===== src/rtl/pmt_pkg.sv =====
`timescale 1ns/1ps
package pmt_pkg;
    localparam int PPN_W = 16;

    localparam logic [1:0] TGT_NONE  = 2'd0;
    localparam logic [1:0] TGT_FLASH = 2'd1;
    localparam logic [1:0] TGT_XRAM  = 2'd2;

    typedef enum logic [2:0] {
        ST_OK    = 3'd0,
        ST_ALIGN = 3'd2,
        ST_SIZE  = 3'd3,
        ST_RANGE = 3'd4
    } st_e;

    typedef struct packed {
        logic [1:0]       tgt;
        logic [PPN_W-1:0] ppage;
    } entry_t;

    localparam entry_t ENTRY_NONE = '{tgt: TGT_NONE, ppage: 16'hFFFF};
endpackage


===== src/rtl/pmt_check.sv =====
`timescale 1ns/1ps
module pmt_check
    import pmt_pkg::*;
#(
    parameter int          ADDR_W     = 32,
    parameter int          CNT_W      = 16,
    parameter int          DEPTH      = 64,
    parameter logic [31:0] VBASE      = 32'h3C00_0000,
    parameter int          PAGE_KB    = 64,
    parameter int          PAGE_SHIFT = 16,
    localparam int         IDX_W      = $clog2(DEPTH)
) (
    input  logic [ADDR_W-1:0] vaddr,
    input  logic [ADDR_W-1:0] paddr,
    input  logic [15:0]       psize_kb,
    input  logic [CNT_W-1:0]  count,
    output st_e               verdict,
    output logic [IDX_W-1:0]  vpage,
    output logic [PPN_W-1:0]  ppage
);
    localparam logic [ADDR_W-1:0] LOW_MASK = ADDR_W'((64'd1 << PAGE_SHIFT) - 64'd1);

    logic [ADDR_W-1:0] offset;
    logic [ADDR_W:0]   span;
    logic              size_bad, align_bad, range_bad;

    always_comb begin
        offset    = vaddr - ADDR_W'(VBASE);
        span      = ({1'b0, offset} >> PAGE_SHIFT) + (ADDR_W+1)'(count);
        size_bad  = psize_kb != 16'(PAGE_KB);
        align_bad = (|(vaddr & LOW_MASK)) || (|(paddr & LOW_MASK));
        range_bad = (vaddr < ADDR_W'(VBASE)) || (span > (ADDR_W+1)'(DEPTH));
        vpage     = IDX_W'(offset >> PAGE_SHIFT);
        ppage     = PPN_W'(paddr >> PAGE_SHIFT);
        if (size_bad)       verdict = ST_SIZE;
        else if (align_bad) verdict = ST_ALIGN;
        else if (range_bad) verdict = ST_RANGE;
        else                verdict = ST_OK;
    end
endmodule


===== src/rtl/pmt_seq.sv =====
`timescale 1ns/1ps
module pmt_seq
    import pmt_pkg::*;
#(
    parameter int  CNT_W = 16,
    parameter int  DEPTH = 64,
    localparam int IDX_W = $clog2(DEPTH)
) (
    input  logic             clk,
    input  logic             rst_n,
    input  logic             init_req,
    input  logic             req_valid,
    input  logic [1:0]       req_target,
    input  logic [CNT_W-1:0] req_count,
    input  logic             req_fixed,
    input  st_e              verdict,
    input  logic [IDX_W-1:0] start_vpage,
    input  logic [PPN_W-1:0] start_ppage,
    output logic             wr_en,
    output logic [IDX_W-1:0] wr_idx,
    output entry_t           wr_entry,
    output logic             clr,
    output logic             busy,
    output logic             done,
    output st_e              status
);
    typedef struct packed {
        logic             busy;
        logic [IDX_W-1:0] idx;
        logic [PPN_W-1:0] ppage;
        logic [CNT_W-1:0] left;
        logic             fixed;
        logic [1:0]       tgt;
        logic             done;
        st_e              status;
    } seq_t;

    seq_t q, d;

    always_comb begin
        d        = q;
        d.done   = 1'b0;
        wr_en    = q.busy;
        wr_idx   = q.idx;
        wr_entry = '{tgt: q.tgt, ppage: q.ppage};
        clr      = !q.busy && init_req;
        if (q.busy) begin
            d.left = q.left - 1'b1;
            d.idx  = q.idx + 1'b1;
            if (!q.fixed) d.ppage = q.ppage + 1'b1;
            if (q.left == CNT_W'(1)) begin
                d.busy   = 1'b0;
                d.done   = 1'b1;
                d.status = ST_OK;
            end
        end else if (init_req) begin
            d.done = 1'b0;
        end else if (req_valid) begin
            if (verdict != ST_OK) begin
                d.done   = 1'b1;
                d.status = verdict;
            end else if (req_count == '0) begin
                d.done   = 1'b1;
                d.status = ST_OK;
            end else begin
                d.busy  = 1'b1;
                d.idx   = start_vpage;
                d.ppage = start_ppage;
                d.left  = req_count;
                d.fixed = req_fixed;
                d.tgt   = (req_target == 2'd3) ? TGT_NONE : req_target;
            end
        end
    end

    always_ff @(posedge clk or negedge rst_n) begin
        if (!rst_n) begin
            q <= '{busy: 1'b0, idx: '0, ppage: '0, left: '0, fixed: 1'b0,
                   tgt: TGT_NONE, done: 1'b0, status: ST_OK};
        end else begin
            q <= d;
        end
    end

    assign busy   = q.busy;
    assign done   = q.done;
    assign status = q.status;


    idx_step_chk: assert property (@(posedge clk) disable iff (!rst_n)
        (wr_en && $past(wr_en)) |-> wr_idx == IDX_W'($past(wr_idx) + 1'b1));


    linear_page_chk: assert property (@(posedge clk) disable iff (!rst_n)
        (wr_en && $past(wr_en) && !q.fixed) |-> wr_entry.ppage == PPN_W'($past(wr_entry.ppage) + 1'b1));


    alias_page_chk: assert property (@(posedge clk) disable iff (!rst_n)
        (wr_en && $past(wr_en) && q.fixed) |-> $stable(wr_entry.ppage));


    write_not_done_chk: assert property (@(posedge clk) disable iff (!rst_n)
        wr_en |-> !done);
endmodule


===== src/rtl/pmt_table.sv =====
`timescale 1ns/1ps
module pmt_table
    import pmt_pkg::*;
#(
    parameter int  DEPTH = 64,
    localparam int IDX_W = $clog2(DEPTH)
) (
    input  logic             clk,
    input  logic             rst_n,
    input  logic             clr,
    input  logic             wr_en,
    input  logic [IDX_W-1:0] wr_idx,
    input  entry_t           wr_entry,
    input  logic [IDX_W-1:0] rd_idx,
    output entry_t           rd_entry
);
    entry_t mem_q [DEPTH];
    entry_t mem_d [DEPTH];

    always_comb begin
        for (int e = 0; e < DEPTH; e++) begin
            if (clr)                                   mem_d[e] = ENTRY_NONE;
            else if (wr_en && wr_idx == IDX_W'(e))     mem_d[e] = wr_entry;
            else                                       mem_d[e] = mem_q[e];
        end
    end

    always_ff @(posedge clk or negedge rst_n) begin
        if (!rst_n) begin
            for (int e = 0; e < DEPTH; e++) mem_q[e] <= ENTRY_NONE;
        end else begin
            for (int e = 0; e < DEPTH; e++) mem_q[e] <= mem_d[e];
        end
    end

    always_comb begin
        if (int'(rd_idx) < DEPTH) rd_entry = mem_q[rd_idx];
        else                      rd_entry = ENTRY_NONE;
    end


    clear_ends_chk: assert property (@(posedge clk) disable iff (!rst_n)
        clr |=> (mem_q[0] == ENTRY_NONE && mem_q[DEPTH-1] == ENTRY_NONE));
endmodule


===== src/rtl/pmt_programmer.sv =====
`timescale 1ns/1ps
module pmt_programmer
    import pmt_pkg::*;
#(
    parameter int          CNT_W = 16,
    parameter int          DEPTH = 64,
    parameter logic [31:0] VBASE = 32'h3C00_0000,
    localparam int         IDX_W = $clog2(DEPTH)
) (
    input  logic             clk,
    input  logic             rst_n,
    input  logic             init_req,
    input  logic             req_valid,
    input  logic [1:0]       req_target,
    input  logic [31:0]      req_vaddr,
    input  logic [31:0]      req_paddr,
    input  logic [15:0]      req_psize_kb,
    input  logic [CNT_W-1:0] req_count,
    input  logic             req_fixed,
    output logic             busy,
    output logic             done,
    output logic [2:0]       status,
    input  logic [IDX_W-1:0] rd_idx,
    output logic [1:0]       rd_target,
    output logic [15:0]      rd_ppage
);
    st_e              verdict, st;
    logic [IDX_W-1:0] start_vpage, wr_idx;
    logic [PPN_W-1:0] start_ppage;
    logic             wr_en, clr;
    entry_t           wr_entry, rd_entry;

    pmt_check #(.ADDR_W(32), .CNT_W(CNT_W), .DEPTH(DEPTH), .VBASE(VBASE),
                .PAGE_KB(64), .PAGE_SHIFT(16)) u_check (
        .vaddr(req_vaddr), .paddr(req_paddr), .psize_kb(req_psize_kb),
        .count(req_count), .verdict(verdict), .vpage(start_vpage), .ppage(start_ppage)
    );

    pmt_seq #(.CNT_W(CNT_W), .DEPTH(DEPTH)) u_seq (
        .clk(clk), .rst_n(rst_n), .init_req(init_req), .req_valid(req_valid),
        .req_target(req_target), .req_count(req_count), .req_fixed(req_fixed),
        .verdict(verdict), .start_vpage(start_vpage), .start_ppage(start_ppage),
        .wr_en(wr_en), .wr_idx(wr_idx), .wr_entry(wr_entry), .clr(clr),
        .busy(busy), .done(done), .status(st)
    );

    pmt_table #(.DEPTH(DEPTH)) u_table (
        .clk(clk), .rst_n(rst_n), .clr(clr), .wr_en(wr_en), .wr_idx(wr_idx),
        .wr_entry(wr_entry), .rd_idx(rd_idx), .rd_entry(rd_entry)
    );

    assign status    = st;
    assign rd_target = rd_entry.tgt;
    assign rd_ppage  = rd_entry.ppage;


    reject_no_write_chk: assert property (@(posedge clk) disable iff (!rst_n)
        (done && status != 3'd0) |-> !$past(wr_en));


    legal_code_chk: assert property (@(posedge clk) disable iff (!rst_n)
        done |-> (status == 3'd0 || status == 3'd2 || status == 3'd3 || status == 3'd4));


    clear_idle_chk: assert property (@(posedge clk) disable iff (!rst_n)
        clr |-> !busy);
endmodule


===== config.mk =====
export PLATFORM = sky130hd
export DESIGN_NAME = pmt_programmer
export DESIGN_NICKNAME = d
export VERILOG_FILES = /design/src/rtl/pmt_pkg.sv /design/src/rtl/pmt_check.sv /design/src/rtl/pmt_seq.sv /design/src/rtl/pmt_table.sv /design/src/rtl/pmt_programmer.sv
export SDC_FILE = /design/constraint.sdc
export NUM_CORES = 2
export LEC_CHECK = 0
export BUFFER_PORTS_ARGS = -buffer_cell sky130_fd_sc_hd__clkbuf_2
export CAP_MARGIN = 30
export CORE_MARGIN = 4
export CORE_UTILIZATION = 41
export CTS_CLUSTER_DIAMETER = 150
export CTS_CLUSTER_SIZE = 20
export DETAILED_ROUTE_END_ITERATION = 7
export PLACE_DENSITY_LB_ADDON = 0.1
export SKIP_LAST_GASP = 1
export SLEW_MARGIN = 10
export SYNTH_ARGS = -nofsm -noshare
export SYNTH_HDL_FRONTEND = slang
export SYNTH_SLANG_ARGS = --single-unit
export TNS_END_PERCENT = 10

===== constraint.sdc =====
create_clock -name clk -period 3 [get_ports clk]
set_clock_uncertainty 0.2 [all_clocks]
set_input_delay 0 -clock clk [delete_from_list [all_inputs] [get_ports clk]]
set_output_delay 0 -clock clk [all_outputs]
set_load 0.02 [all_outputs]

==> reports/results.txt <==
The sequential fraction of design power is 0.568, and the sequential share of the synthesized area is 0.525. The total routing resource utilization after global routing was 0.283; the final hold violation count was 3. When the netlist entered floorplanning its net count stood at 6,166.

A synthesized cell averages 9.87 um2. The tools report the number of sinks on the clock net as 1,198. After global routing, the most crowded layer is met2.

The tools report the final count of negative-setup-slack endpoints as 19. For the maximum clock frequency, the log shows 307 MHz. Clock tree synthesis inserted a total of 69 buffers.

The logs give 12 for the number of antenna violations at the first check in global routing and 215,000 um for the routed wire length. Counting instances, the worst hold path has a depth of 9. The floorplan step set the die width to 389 um.

Minimum setup slack among reg-to-reg paths: 0.02 ns. The cell with the largest stage delay on the worst path was sky130_fd_sc_hd__mux4_2. In the final design database the tool counted 6,275 nets. The end of the worst register-to-register path was u_table.mem_q[934]$_DFFE_PN0P_. The tools report the normalized max-slew margin as 0.313. The die covers 151,000 um2. Setup slack after layout: -0.254 ns.

The tools report the DRC violations left as 0. The nature of the critical path endpoint was a primary output. During I/O placement, the number of pins put on the boundary was 132. Counting along the longest clock path gives a buffer depth of 3. For hold timing, the worst endpoint is u_seq.status[1]$_DFFE_PN0P_.

The tool flagged a number of max-cap violations equal to 0. The power density over the cells came out at 423 nW/um2. The number of cells on the worst reg-to-reg path is 6. The critical path crosses 4 cells after its start point. The met1 global-route usage is 0.397, and the proportion of total power due to net switching is 0.247. Setup repair after global routing could not meet its margin everywhere.

Post-detailed-placement cell area: 64,400 um2. The measured slew at the worst slew-check pin is 1.03 ns, and the standard-cell row count is 139. The clock slew seen by the registers of the worst setup and hold paths came out at 0.10 ns. The placer congestion estimate came out at 0.859.

The worst setup path is launched from a register. The peak fanout along the critical path was 2. The critical path goes through mux4_2 > mux4_2 > mux4_2 > clkbuf_2. Entering global routing, the biggest net connects 126 pins. For the Yosys warning count, the log shows 0. The number of buffers and inverters on the critical path came out at 1.

The worst register-to-register path begins at u_seq.wr_idx[3]$_DFFE_PN0P_. The final routed wire length divided by cell count is 26.6 um, and the internal power of the cells is 0.0215 W. The critical path data arrival time came out at 3.05 ns. The primary flip-flop cell chosen by synthesis mapping was sky130_fd_sc_hd__dfstp_2. Among cell families on the critical path, the largest total delay comes from multiplexers. The clock power share was 0.363; the number of flops mapped to enable cells by yosys was 0. The number of detailed-route iterations in the first pass was 5; the netlist area before placement was 59,500 um2. Clock latency on the worst-skew pair, taken at its later pin, is 0.71 ns. The detailed router finished its first iteration with 4,407 violations. The number of buffers added on ports was 131; the number of flip-flops and latches in the synthesized netlist was 1,198.

The initial cell density of the core was 0.413; the combinational group share of total power was 0.070. Synthesis produced 6,031 cells. The core outline area was 144,000 um2; the post-layout instance area was 67,500 um2. The post-route clock period utilization is 1.08, and the distinct cell type count of the synthesized netlist is 69. The final reports fail on hold timing, setup timing. The mean number of vias per cell works out to 5.78. The most prevalent standard cell on the critical path is sky130_fd_sc_hd__mux4_2. The logs give 0.456 for the met2 routing resource usage after global routing and 139,000 um for the post-detailed-placement half-perimeter wirelength. The total via count in the routed design is 46,700. The tools report the final hold slack as -0.0865 ns. Class of the most critical setup path: reg -> out.

At the worst endpoint, the required time is 2.80 ns. Leakage component of the power: 28.7 nW. The met3 usage was 0.0451; the time the worst path needs with I/O delays and setup was 3.25 ns.

The maximum level of the CTS H-tree was 3; the peak ir drop on the vdd network was 378 uV. Once detail routing completed, the nets flagged for antenna violations numbered 0. The tools report the hold path startpoint as req_psize_kb[9].

Worst hold-check path type: in -> reg. The run gives 0 as the total count of max-transition violations in the final report. Count of fill cells added during filler insertion: 13,400. The tree is rooted in a sky130_fd_sc_hd__clkbuf_16.

The die span in y is 389 um. Summed over all layers, the global routing overflow is 0. The first global-routing pass estimated 322,000 um of wire. The run finished, with violations left. The net switching power is 0.00706 W. The proportion of layout cells with a drive suffix above 1 works out to 0.335.

The largest incremental delay on the critical path came out at 0.65 ns. The async set or reset register ratio after synthesis works out to 1.00. The design draws 0.0286 W. The tools report the number of global-route vias before repair as 46,600.

The area growth from synthesis to layout is 13.4%. TritonCTS built the clock tree.
[state kept, by name, indices dropped and copies added, names as in the netlist]
| register | cells |
|---|---|
| u_seq.wr_idx | 6 |
| u_table.mem_q | 1152 |
| u_seq.status | 3 |
| u_seq.wr_entry | 18 |
| u_seq.q | 17 |
| u_seq.busy | 1 |
| u_seq.done | 1 |
[what timing repair did]
item | 4_1_cts | 5_1_grt
pin swaps | 0 | 10
endpoints found under the hold margin | 879 | 4
buffers inserted | 0 | 3
resized for setup | 0 | 37
setup endpoints to repair | 18 | 31
hold buffers | 93 | 7
[tightest hold or removal path, stage by stage]
cell and delay (ns):
sky130_fd_sc_hd__clkbuf_2 0.09, sky130_fd_sc_hd__nor4_2 0.04, sky130_fd_sc_hd__nand4_1 0.14, sky130_fd_sc_hd__nor3_1 0.08, sky130_fd_sc_hd__nand2_1 0.09, sky130_fd_sc_hd__nor4_1 0.05, sky130_fd_sc_hd__nand2b_1 0.06, sky130_fd_sc_hd__a21oi_1 0.10
sky130_fd_sc_hd__o2bb2ai_1 0.14
[power by group through the flow]
stage,combinational [W],sequential (W),clock [W]
global route,0.00215,0.0162,0.0112
finish,0.00199,0.0162,0.0104
floorplan,0.000850,0.0165,0
detailed placement,0.00189,0.0165,0
global placement,0.00189,0.0165,0
CTS,0.00198,0.0162,0.0106
[per-layer routing]
metal,wire length (um),vias up
met2,102000,1647
met3,15300,264
li1,-,20800
met1,91300,24100
met5,47,-
met4,6270,8
[per-stage QoR]
step / cells / setup WS (ns) / util / hold WS (ns) / setup TNS [ns]
final: 8092 / -0.254 / 0.469 / -0.0865 / -4.00
after global routing: 8086 / -0.286 / 0.469 / -0.00312 / -4.81
after CTS: 8082 / -0.302 / 0.468 / 0.00278 / -5.16
after detailed placement: 7875 / -0.355 / 0.447 / -0.126 / -9.68
after global placement: 7874 / -0.369 / 0.447 / -0.119 / -10.87
after floorplan: 6031 / 0.00163 / - / -0.496 / 0
[how the worst max path moves through the flow]
stage | from | end
after CTS | u_table.mem_q[74]$_DFFE_PN1P_ | rd_ppage[2]
final | u_table.mem_q[77]$_DFFE_PN1P_ | rd_ppage[5]
after global placement | req_vaddr[26] | u_seq.q[14]$_DFFE_PN0P_
after detailed placement | req_vaddr[16] | u_seq.q[14]$_DFFE_PN0P_
after global routing | u_table.mem_q[937]$_DFFE_PN1P_ | rd_ppage[1]
after floorplan | req_vaddr[16] | u_seq.wr_entry[6]$_DFFE_PN0P_
[cells by family after synthesis]
| logic type | count (synthesis) | synth area share |
|---|---|---|
| flops | 1198 | 0.525 |
| compound gates | 395 | 0.0433 |
| xor+xnor | 21 | 0.00309 |
| fa+ha+maj | 26 | 0.00559 |
| buf+inv | 599 | 0.0386 |
| simple gates | 3406 | 0.240 |
| mux | 386 | 0.144 |
[synthesized netlist by cell type (6+ instances only)]
library cell | instances | area, um2
sky130_fd_sc_hd__dfstp_2 | 1024 | 26900
sky130_fd_sc_hd__mux4_2 | 378 | 8510
sky130_fd_sc_hd__a221o_1 | 12 | 120
sky130_fd_sc_hd__nand3b_1 | 6 | 45.0
sky130_fd_sc_hd__ha_1 | 25 | 313
sky130_fd_sc_hd__a21o_1 | 9 | 67.6
sky130_fd_sc_hd__nand4_1 | 10 | 62.6
sky130_fd_sc_hd__nor4_1 | 21 | 131
sky130_fd_sc_hd__buf_2 | 8 | 40.0
sky130_fd_sc_hd__nor2_1 | 89 | 334
sky130_fd_sc_hd__and3_1 | 7 | 43.8
sky130_fd_sc_hd__dfrtp_1 | 174 | 4350
sky130_fd_sc_hd__a21oi_1 | 154 | 771
sky130_fd_sc_hd__o211ai_1 | 137 | 1030
sky130_fd_sc_hd__and2_1 | 8 | 50.1
sky130_fd_sc_hd__nor3_1 | 14 | 70.1
sky130_fd_sc_hd__xnor2_1 | 8 | 70.1
sky130_fd_sc_hd__xor2_1 | 13 | 114
sky130_fd_sc_hd__nand3_1 | 958 | 4790
sky130_fd_sc_hd__clkbuf_1 | 515 | 1930
sky130_fd_sc_hd__o21ai_0 | 36 | 180
sky130_fd_sc_hd__nor2b_1 | 11 | 68.8
sky130_fd_sc_hd__inv_1 | 16 | 60.1
sky130_fd_sc_hd__nand2_1 | 2254 | 8460
sky130_fd_sc_hd__buf_1 | 52 | 195
[area by class of cell]
cell class | instances | area (um2) | area share
clock inverters | 4 | 42.5 | 0.000630
well taps | 1903 | 2380 | 0.0353
multi-input cells | 4234 | 26200 | 0.387
clock buffers | 110 | 1950 | 0.0289
repair buffers | 621 | 5610 | 0.0831
inverters | 16 | 62.6 | 0.000926
flip-flops and latches | 1198 | 31300 | 0.464
diodes | 6 | 15.0 | 0.000222
[cell usage in the layout (no fill, tap or decap), types with 20 or more instances in the layout]
master	instances
sky130_fd_sc_hd__clkbuf_16	72
sky130_fd_sc_hd__a21oi_1	152
sky130_fd_sc_hd__dlygate4sd3_1	94
sky130_fd_sc_hd__nor2_1	89
sky130_fd_sc_hd__dfstp_2	1024
sky130_fd_sc_hd__o211ai_1	137
sky130_fd_sc_hd__mux4_2	378
sky130_fd_sc_hd__nand3_1	956
sky130_fd_sc_hd__o21ai_0	31
sky130_fd_sc_hd__dfrtp_1	158
sky130_fd_sc_hd__clkbuf_2	121
sky130_fd_sc_hd__nor4_1	20
sky130_fd_sc_hd__buf_4	318
sky130_fd_sc_hd__clkbuf_1	37
sky130_fd_sc_hd__nand2_1	2254
sky130_fd_sc_hd__buf_12	78
No activity file was read; power rests on OpenSTA's default activity.
